===== src/rtl/hpb_pkg.sv =====
package hpb_pkg;
  localparam int HALF_W = 16;
  localparam int WORD_W = 2 * HALF_W;

  typedef enum logic [1:0] {
    ST_IDLE,
    ST_PEND,
    ST_RD,
    ST_WR
  } hpb_state_e;
endpackage


===== src/rtl/hpb_classify.sv =====
module hpb_classify #(
  parameter int ADDR_W    = 8,
  parameter int PROHIB_LO = 'hF0,
  parameter int PROHIB_HI = 'hFF
) (
  input  logic [ADDR_W-2:0] hw_addr_i,
  input  logic              write_i,
  input  logic              byte_i,
  input  logic              pend_i,
  input  logic [ADDR_W-3:0] pend_word_i,
  input  logic              pend_lane_i,
  input  logic              pend_write_i,
  output logic              err_o
);
  logic [ADDR_W-1:0] byte_addr;
  logic              prohib;
  logic              pair_bad;

  assign byte_addr = {hw_addr_i, 1'b0};
  assign prohib    = (byte_addr >= ADDR_W'(PROHIB_LO)) && (byte_addr <= ADDR_W'(PROHIB_HI));
  // legal partner: same word, opposite half, same direction
  assign pair_bad  = pend_i && ((write_i != pend_write_i) ||
                                (hw_addr_i[ADDR_W-2:1] != pend_word_i) ||
                                (hw_addr_i[0] == pend_lane_i));
  assign err_o     = byte_i || prohib || pair_bad;
endmodule


===== src/rtl/hpb_lanes.sv =====
module hpb_lanes
  import hpb_pkg::*;
(
  input  logic              first_lane_i,
  input  logic [HALF_W-1:0] first_i,
  input  logic [HALF_W-1:0] second_i,
  output logic [WORD_W-1:0] word_o,
  input  logic [WORD_W-1:0] rword_i,
  input  logic              rd_lane_i,
  output logic [HALF_W-1:0] rd_sel_o,
  output logic [HALF_W-1:0] rd_other_o
);
  for (genvar i = 0; i < 2; i++) begin : g_lane
    assign word_o[i*HALF_W +: HALF_W] = (first_lane_i == 1'(i)) ? first_i : second_i;
  end

  assign rd_sel_o   = rd_lane_i ? rword_i[WORD_W-1:HALF_W] : rword_i[HALF_W-1:0];
  assign rd_other_o = rd_lane_i ? rword_i[HALF_W-1:0]      : rword_i[WORD_W-1:HALF_W];
endmodule


===== src/rtl/hw_pair_bridge.sv =====
module hw_pair_bridge
  import hpb_pkg::*;
#(
  parameter int ADDR_W    = 8,
  parameter int PROHIB_LO = 'hF0,
  parameter int PROHIB_HI = 'hFF
) (
  input  logic              clk_i,
  input  logic              rst_ni,
  input  logic              req_valid_i,
  output logic              req_ready_o,
  input  logic              req_write_i,
  input  logic              req_byte_i,
  input  logic [ADDR_W-2:0] req_hw_addr_i,
  input  logic [15:0]       req_wdata_i,
  output logic              rsp_valid_o,
  output logic [15:0]       rsp_rdata_o,
  output logic              tgt_valid_o,
  input  logic              tgt_ready_i,
  output logic              tgt_write_o,
  output logic [ADDR_W-1:0] tgt_addr_o,
  output logic [31:0]       tgt_wdata_o,
  input  logic [31:0]       tgt_rdata_i,
  output logic              err_irq_o,
  output logic              err_sticky_o,
  input  logic              err_clr_i
);
  localparam int WORD_AW = ADDR_W - 2;

  hpb_state_e          state_q;
  logic [WORD_AW-1:0]  word_q;
  logic                lane_q;
  logic                dir_q;
  logic [HALF_W-1:0]   hbuf_q;   // first write half, or unread half of a read
  logic [HALF_W-1:0]   sec_q;
  logic                rsp_valid_q;
  logic [HALF_W-1:0]   rsp_data_q;
  logic                irq_q;
  logic                sticky_q;

  logic                acc;
  logic                cls_err;
  logic                err_now;
  logic [HALF_W-1:0]   rd_sel;
  logic [HALF_W-1:0]   rd_other;

  assign req_ready_o = (state_q == ST_IDLE) || (state_q == ST_PEND);
  assign acc         = req_valid_i && req_ready_o;
  assign err_now     = acc && cls_err;

  hpb_classify #(
    .ADDR_W   (ADDR_W),
    .PROHIB_LO(PROHIB_LO),
    .PROHIB_HI(PROHIB_HI)
  ) u_classify (
    .hw_addr_i   (req_hw_addr_i),
    .write_i     (req_write_i),
    .byte_i      (req_byte_i),
    .pend_i      (state_q == ST_PEND),
    .pend_word_i (word_q),
    .pend_lane_i (lane_q),
    .pend_write_i(dir_q),
    .err_o       (cls_err)
  );

  hpb_lanes u_lanes (
    .first_lane_i(lane_q),
    .first_i     (hbuf_q),
    .second_i    (sec_q),
    .word_o      (tgt_wdata_o),
    .rword_i     (tgt_rdata_i),
    .rd_lane_i   (lane_q),
    .rd_sel_o    (rd_sel),
    .rd_other_o  (rd_other)
  );

  assign tgt_valid_o  = (state_q == ST_RD) || (state_q == ST_WR);
  assign tgt_write_o  = (state_q == ST_WR);
  assign tgt_addr_o   = {word_q, 2'b00};
  assign rsp_valid_o  = rsp_valid_q;
  assign rsp_rdata_o  = rsp_data_q;
  assign err_irq_o    = irq_q;
  assign err_sticky_o = sticky_q;

  always_ff @(posedge clk_i or negedge rst_ni) begin
    if (!rst_ni) begin
      state_q     <= ST_IDLE;
      word_q      <= '0;
      lane_q      <= 1'b0;
      dir_q       <= 1'b0;
      hbuf_q      <= '0;
      sec_q       <= '0;
      rsp_valid_q <= 1'b0;
      rsp_data_q  <= '0;
      irq_q       <= 1'b0;
    end else begin
      rsp_valid_q <= 1'b0;
      irq_q       <= 1'b0;
      case (state_q)
        ST_IDLE: if (acc) begin
          if (cls_err) begin
            irq_q       <= 1'b1;
            rsp_valid_q <= 1'b1;
            rsp_data_q  <= '0;
          end else begin
            word_q <= req_hw_addr_i[ADDR_W-2:1];
            lane_q <= req_hw_addr_i[0];
            dir_q  <= req_write_i;
            if (req_write_i) begin
              hbuf_q      <= req_wdata_i;
              rsp_valid_q <= 1'b1;
              rsp_data_q  <= '0;
              state_q     <= ST_PEND;
            end else begin
              state_q <= ST_RD;
            end
          end
        end
        ST_RD: if (tgt_ready_i) begin
          rsp_valid_q <= 1'b1;
          rsp_data_q  <= rd_sel;
          hbuf_q      <= rd_other;
          state_q     <= ST_PEND;
        end
        ST_PEND: if (acc) begin
          if (cls_err) begin
            irq_q       <= 1'b1;
            rsp_valid_q <= 1'b1;
            rsp_data_q  <= '0;
            state_q     <= ST_IDLE;
          end else if (dir_q) begin
            sec_q   <= req_wdata_i;
            state_q <= ST_WR;
          end else begin
            rsp_valid_q <= 1'b1;
            rsp_data_q  <= hbuf_q;
            state_q     <= ST_IDLE;
          end
        end
        ST_WR: if (tgt_ready_i) begin
          rsp_valid_q <= 1'b1;
          rsp_data_q  <= '0;
          state_q     <= ST_IDLE;
        end
        default: state_q <= ST_IDLE;
      endcase
    end
  end

  always_ff @(posedge clk_i or negedge rst_ni) begin
    if (!rst_ni)        sticky_q <= 1'b0;
    else if (err_now)   sticky_q <= 1'b1;
    else if (err_clr_i) sticky_q <= 1'b0;
  end
endmodule


===== config.mk =====
export PLATFORM = sky130hd
export DESIGN_NAME = hw_pair_bridge
export DESIGN_NICKNAME = d
export VERILOG_FILES = /design/src/rtl/hpb_pkg.sv /design/src/rtl/hpb_classify.sv /design/src/rtl/hpb_lanes.sv /design/src/rtl/hw_pair_bridge.sv
export SDC_FILE = /design/constraint.sdc
export NUM_CORES = 1
export LEC_CHECK = 0
export ABC_AREA = 0
export BUFFER_PORTS_ARGS = -buffer_cell sky130_fd_sc_hd__buf_2
export CAP_MARGIN = 15
export CORE_UTILIZATION = 56
export DETAILED_ROUTE_END_ITERATION = 8
export GPL_TIMING_DRIVEN = 0
export PLACE_DENSITY = 0.82
export REMOVE_ABC_BUFFERS = 1
export SYNTH_ARGS = -nofsm -noshare
export SYNTH_HDL_FRONTEND = slang
export SYNTH_HIERARCHICAL = 1
export SYNTH_SLANG_ARGS = --single-unit

===== constraint.sdc =====
create_clock -name clk_i -period 5.3 [get_ports clk_i]
set_clock_uncertainty 0.15 [all_clocks]
set_input_delay 0.795 -clock clk_i [delete_from_list [all_inputs] [get_ports clk_i]]
set_output_delay 0.795 -clock clk_i [all_outputs]
set_load 0.02 [all_outputs]

==> out/metrics.csv, run 1 <==
metric;value;unit
initial antenna violation count;0;
pin count of the biggest net entering global routing;59;
Routed WL;8856;um
ys flop type;dfrtp_1;
Die Footprint;7648;sq um
starting density of the core;59.20;%
share of cells above drive strength 1;53.08;%
Pleak;0.002409;uW
Synth Register Bits;61;
Warnings, synthesis;6;
family with the most delay on the worst path;simple AND/OR/NAND/NOR gates;
via/cell ratio;5.546;
Hold-fix buffers, CTS;0;
Die Wd;87.45;um
CTS Buffer Depth;2;
clk_lat worst skew;0.33;ns
max-cap violations;0;
number of global-route vias before repair;2950;
average cell area after synthesis;12.58;sq um
Distinct cells, synth;40;
Worst path slowest cell;nor2b_2;
CP Class;in2reg;
post-CTS sizing;0;
CTS tree;yes;
die height;87.45;um
final setup fails;0;
Post-Place Worst Slack;1.734;ns
most frequent cells in the layout;buf_2, mux2_4, dfrtp_1;
Hold Path Cell Cnt;1;
gr ovfl total;0;
total CTS buffers;9;
first-pass GRT wire length;14300;um
CP Data Arrival Time;3.26;ns
Worst IR Drop VDD;0.3365;mV
RePlAce Congestion;0.7696;
r2r startpoint;lane_q$_DFFE_PN0P_;
ANT nets after route;0;
fin crit period;3.201;ns
Post-CTS Setup Bufs;0;
worst hold-check path type;reg2reg;
FF-to-FF setup slack;2.12;ns
CP max stage delay;0.82;ns
worst r2r dst;sec_q[4]$_DFFE_PN0P_;
RSZ-0062 raised after global routing;false;
post-synthesis cell area;4089;sq um
global-route usage over all layers;24.55;%
worst-path fanout max;19;
final worst setup slack;2.099;ns
DR iter-0 viols;87;
IO Pins;124;
EDFF count, synth;0;
PD cells;670.1;nW/um^2
Tcrit/Tclk final;60.39;%
commonest non-fill, non-tap cell in the layout;buf_2;
Critical path origin;req_hw_addr_i[5];
Vias;2967;
clock network fraction of total power;13.5;%
net switching fraction of the power;42.57;%
highest clock rate;0.3124;GHz
Pint;1876;uW
CP cell instances;buf_2 -> xnor2_1 -> nand4_1 -> o21ai_1 -> nand2_1 -> nor2b_2 -> nand3_4 -> mux2_1;
Worst setup EP type;flop;
share of total power in sequential cells;26.5;%
NumNets Final;500;
Antenna diodes;0;
DR DRC count;0;
instance count on the critical path;8;
status;finished clean;
htree depth;3;
Mapped Cells;325;
post-synthesis sequential area ratio;37.33;%
FFs w/ async S/R, synth;100.0;%
FP Rows;30;
Area Overhead vs Synth;19.22;%
I/O Buffers;121;
Reg2Reg Depth;7;
mean routed wirelength per cell;16.55;um
Crit path buffers/inverters;1;
NetSw;1390;uW
CP Launch Type;input port;
Setup crit end;sec_q[4]$_DFFE_PN0P_;
DP HPWL;6322;um
Slew @ Worst Pin;0.9773;ns
Comb power frac;60.1;%
critical path required time;5.36;ns
root buffer cell;clkbuf_8;
Slew headroom;34.55;%
Core Box Area;6907;sq um
max-slew violation count;0;
worst hold slack;0.3225;ns
DRT Pass-1 Iters;4;
clk sinks;61;
clock slew at the register clock pins of the worst setup and hold paths;0.07;ns
Final Hold Vio Count;0;
Power, Total;3266;uW
## power by group through the flow
stage / sequential (uW) / combinational, uW / clock (uW)
4_1_cts: 865 / 1980 / 450
6_report: 864 / 1960 / 440
3_3_place_gp: 949 / 1850 / 0
3_5_place_dp: 872 / 1970 / 0
2_1_floorplan: 1000 / 1340 / 0
5_1_grt: 893 / 2100 / 467
## worst reg2reg max path, stage by stage, from the launching register on
cell and delay [ns]:
dfrtp_4 0.57, xor2_1 0.17, nand4_1 0.11, o21ai_1 0.15, nand2_1 0.19, nor2b_2 0.82
nand3_4 0.45, mux2_1 0.46
## through the flow
step / TNS (ns) / util [%] / cells / instance area [sq um]
after floorplan: 0 / - / 297 / 3829
after global placement: -21.55 / 65.94 / 514 / 4554
after detailed placement: 0 / 67.59 / 519 / 4668
after CTS: 0 / 70.58 / 535 / 4875
after global routing: 0 / 70.58 / 535 / 4875
final: 0 / 70.58 / 535 / 4875
## cell families after synthesis
| family | synth area share [%] |
|---|---|
| flip-flops | 37.33 |
| AND/OR/NAND/NOR | 4.988 |
| adder cells (fa/ha/maj) | 1.224 |
| AO/OA/AOI/OAI | 12.33 |
| buffers and inverters | 7.007 |
| XOR/XNOR | 1.714 |
| multiplexers | 35.31 |
| other | 0.09171 |
## per-layer routing
| metal | share of wire (%) | track usage, % | vias to the layer above |
|---|---|---|---|
| met3 | 5.6 | 7.393 | 9 |
| met1 | 42 | 28.76 | 1451 |
| met4 | 1.3 | 6.557 | 0 |
| met2 | 51 | 43.54 | 90 |
| met5 | 0 | 0 | - |
| li1 | - | - | 1417 |
## layout make-up
class,instances,area [sq um]
Multi-Input combinational cell,230,2292
Fill cell,520,2032
Sequential cell,61,1530
Timing Repair Buffer,126,703.2
Clock buffer,11,131.4
Tap cell,96,120.1
Clock inverter,5,75.07
Inverter,6,22.52
## sequential cells by signal (all words and copies together) (netlist names)
name / count
dir_q: 1
err_irq_o: 1
err_sticky_o: 1
hbuf_q: 16
lane_q: 1
rsp_rdata_o: 16
rsp_valid_o: 1
sec_q: 16
state_q: 2
word_q: 6
## Yosys cell counts, types with 2 or more instances
cell	count	area [sq um]
a22oi_1	16	120.1
buf_6	5	56.30
nand2_1	5	18.77
clkbuf_1	8	30.03
dfrtp_1	61	1526
mux2_1	4	45.04
a21oi_1	18	90.09
nand4_1	2	12.51
mux2i_1	19	190.2
xnor2_1	7	61.31
inv_1	6	22.52
nand3b_1	2	15.01
nor2_1	17	63.81
buf_2	7	35.03
buf_12	6	120.1
o41ai_1	16	140.1
mux2_2	14	157.7
o21ai_0	16	80.08
mux2_4	70	1051
ha_1	4	50.05
buf_4	3	22.52
## how the worst min path moves through the flow
stage,slack [ns],from,endpoint
3_5_place_dp,0.31,err_sticky_o$_DFFE_PN0P_,err_sticky_o$_DFFE_PN0P_
2_1_floorplan,0.33,sec_q[15]$_DFFE_PN0P_,sec_q[15]$_DFFE_PN0P_
4_1_cts,0.33,err_sticky_o$_DFFE_PN0P_,err_sticky_o$_DFFE_PN0P_
6_report,0.32,err_sticky_o$_DFFE_PN0P_,err_sticky_o$_DFFE_PN0P_
3_3_place_gp,0.31,err_sticky_o$_DFFE_PN0P_,err_sticky_o$_DFFE_PN0P_
5_1_grt,0.36,err_sticky_o$_DFFE_PN0P_,err_sticky_o$_DFFE_PN0P_
No activity file was read; power rests on OpenSTA's default activity.
==> run 2: changes to the inputs <==
- CORE_UTILIZATION: 56 -> 47
- PLACE_DENSITY: 0.82 -> 0.73
- clock period: 5.3 -> 2.74 ns (I/O delays scaled with it)
==> run 2 against run 1 <==
Against the previous run:
- cell count rose by 3.0%
- total power rose by 97%
- die area rose by 19%
- combinational power rose by 110%
- critical endpoint is now state_q[1]$_DFFE_PN0P_
- highest routed layer unchanged
- register-to-register slack got worse by 1.9 ns
- worst setup slack got worse by 1.9 ns
==> out/metrics.csv, run 2 (synthesis gave the netlist of run 1 again) <==
metric;value;unit;change
clk sinks;61;;unchanged
DRT Pass-1 Iters;4;;unchanged
NumNets Final;511;;+2.2%
r2r startpoint;state_q[0]$_DFFE_PN0P_;;
Hold Startpoint;req_wdata_i[15];;
final setup fails;0;;unchanged
total CTS buffers;9;;unchanged
pin count of the biggest net entering global routing;36;;-39%
net switching fraction of the power;43.64;%;+1.1 points
clk_lat worst skew;0.33;ns;about the same
clock network fraction of total power;10.2;%;-3.3 points
initial antenna violation count;1;;+1
starting density of the core;49.27;%;-9.9 points
Tcrit/Tclk final;92.32;%;
Vias;3046;;+2.7%
Hold Path Cell Cnt;2;;+1
via/cell ratio;5.528;;-0.32%
gr ovfl total;0;;unchanged
max-slew violation count;0;;unchanged
worst hold slack;0.1562;ns;-0.1663 ns
Final Hold Vio Count;0;;unchanged
die height;95.27;um;+8.9%
worst hold-check path type;in2reg;;
Worst setup EP type;flop;;
root buffer cell;clkbuf_8;;
Slew headroom;52.99;%;+18 points
I/O Buffers;121;;unchanged
Hold EP;sec_q[15]$_DFFE_PN0P_;;
Routed WL;9853;um;+11%
fin crit period;2.529;ns;
Comb power frac;64.1;%;+4.0 points
Area Overhead vs Synth;21.97;%;
Slew @ Worst Pin;0.7052;ns;-0.2722 ns
CP Data Arrival Time;2.59;ns;-0.67 ns
status;finished clean;;
dpl cells;529;;+1.9%
RSZ-0062 raised after global routing;false;;
TNS Setup;0;ns;unchanged
clock slew at the register clock pins of the worst setup and hold paths;0.07;ns;about the same
Worst IR Drop VDD;0.5348;mV;+59%
IO Pins;124;;unchanged
CP Class;reg2reg;;
critical path required time;2.80;ns;-2.56 ns
CTS tree;yes;;
max-cap violations;0;;unchanged
CP Launch Type;flop;;
global-route usage over all layers;21.69;%;-2.9 points
Core Box Area;8299;sq um;+20%
number of global-route vias before repair;3037;;+2.9%
Reg2Reg Depth;7;;unchanged
Pleak;0.002449;uW;+1.7%
RePlAce Congestion;0.7879;;+2.4%
Antenna diodes;0;;unchanged
share of total power in sequential cells;25.7;%;-0.8 points
commonest non-fill, non-tap cell in the layout;buf_2;;
# fillers;695;;+34%
worst-path fanout max;19;;unchanged
DP HPWL;6573;um;+4.0%
htree depth;3;;unchanged
share of cells above drive strength 1;53.59;%;+0.51 points
DR iter-0 viols;141;;+62%
CTS Buffer Depth;2;;unchanged
Pint;3619;uW;+93%
FP Rows;33;;+10%
FF-to-FF setup slack;0.21;ns;-1.91 ns
PD cells;1288;nW/um^2;+92%
ANT nets after route;0;;unchanged
first-pass GRT wire length;14940;um;+4.4%
NetSw;2802;uW;+100%
DR DRC count;0;;unchanged
mean routed wirelength per cell;17.88;um;+8.0%
Die Wd;95.27;um;+8.9%
most frequent cells in the layout;buf_2, mux2_4, dfrtp_1;;
worst r2r dst;state_q[1]$_DFFE_PN0P_;;
highest clock rate;0.3953;GHz;
Die Footprint;9076;sq um;+19%
non-filler instance count after layout;551;;+3.0%
[run 2: power by group through the flow]
stage               sequential (uW)  clock, uW  combinational, uW
floorplan                      1940          0               2600
global placement               1840          0               3610
detailed placement             1770          0               3790
CTS                            1710        670               3920
global route                   1710        710               4390
finish                         1650        658               4120
[run 2: repair_timing]
item	4_1_cts	5_1_grt
hold endpoints to repair	28	0
endpoints found under the setup margin	33	45
hold buffers	1	0
cloned	0	1
pin swaps	1	3
gates resized for setup	2	1
buffers inserted	1	7
[run 2: layout make-up]
| type | instances | area, sq um | area share (%) |
|---|---|---|---|
| Tap cell | 105 | 131.4 | 2.634 |
| Clock buffer | 12 | 145.1 | 2.910 |
| Timing Repair Buffer | 136 | 833.3 | 16.71 |
| Inverter | 6 | 22.52 | 0.4516 |
| Sequential cell | 61 | 1530 | 30.68 |
| Multi-Input combinational cell | 231 | 2325 | 46.61 |
[run 2: metal layers]
metal,vias to the layer above,track usage [%],wire (um)
met3,10,3.748,432
met2,91,36.85,4925
met5,-,0,0
li1,1443,-,-
met4,0,7.323,127
met1,1502,27.79,4368
[run 2: per-stage QoR]
stage               utilization [%]  total power [uW]  worst slack (ns)  cell area [sq um]
floorplan                         -              4534            -1.987               3829
global placement              55.01              5454            -3.332               4566
detailed placement            56.72              5554           -0.3063               4707
CTS                           59.07              6298          -0.01748               4902
global route                  60.09              6814           0.03551               4987
finish                        60.09              6422            0.2105               4987
[run 2: critical path: stages, from the launching register on]
cell and delay, ns:
dfrtp_1 0.44, inv_1 0.11, ha_2 0.51, buf_16 0.24
nor2_8 0.08, o22ai_4 0.47, mux2i_1 0.29, o211ai_1 0.11
[run 2: worst max path at each step]
stage / start / endpoint / slack (ns) / cells past startpoint
6_report: state_q[0]$_DFFE_PN0P_ / state_q[1]$_DFFE_PN0P_ / 0.21 / 7
5_1_grt: state_q[0]$_DFFE_PN0P_ / state_q[0]$_DFFE_PN0P_ / 0.04 / 7
4_1_cts: lane_q$_DFFE_PN0P_ / sec_q[3]$_DFFE_PN0P_ / -0.02 / 7
3_5_place_dp: lane_q$_DFFE_PN0P_ / sec_q[3]$_DFFE_PN0P_ / -0.31 / 7
3_3_place_gp: lane_q$_DFFE_PN0P_ / sec_q[4]$_DFFE_PN0P_ / -3.33 / 7
2_1_floorplan: lane_q$_DFFE_PN0P_ / hbuf_q[0]$_DFFE_PN0P_ / -1.99 / 7
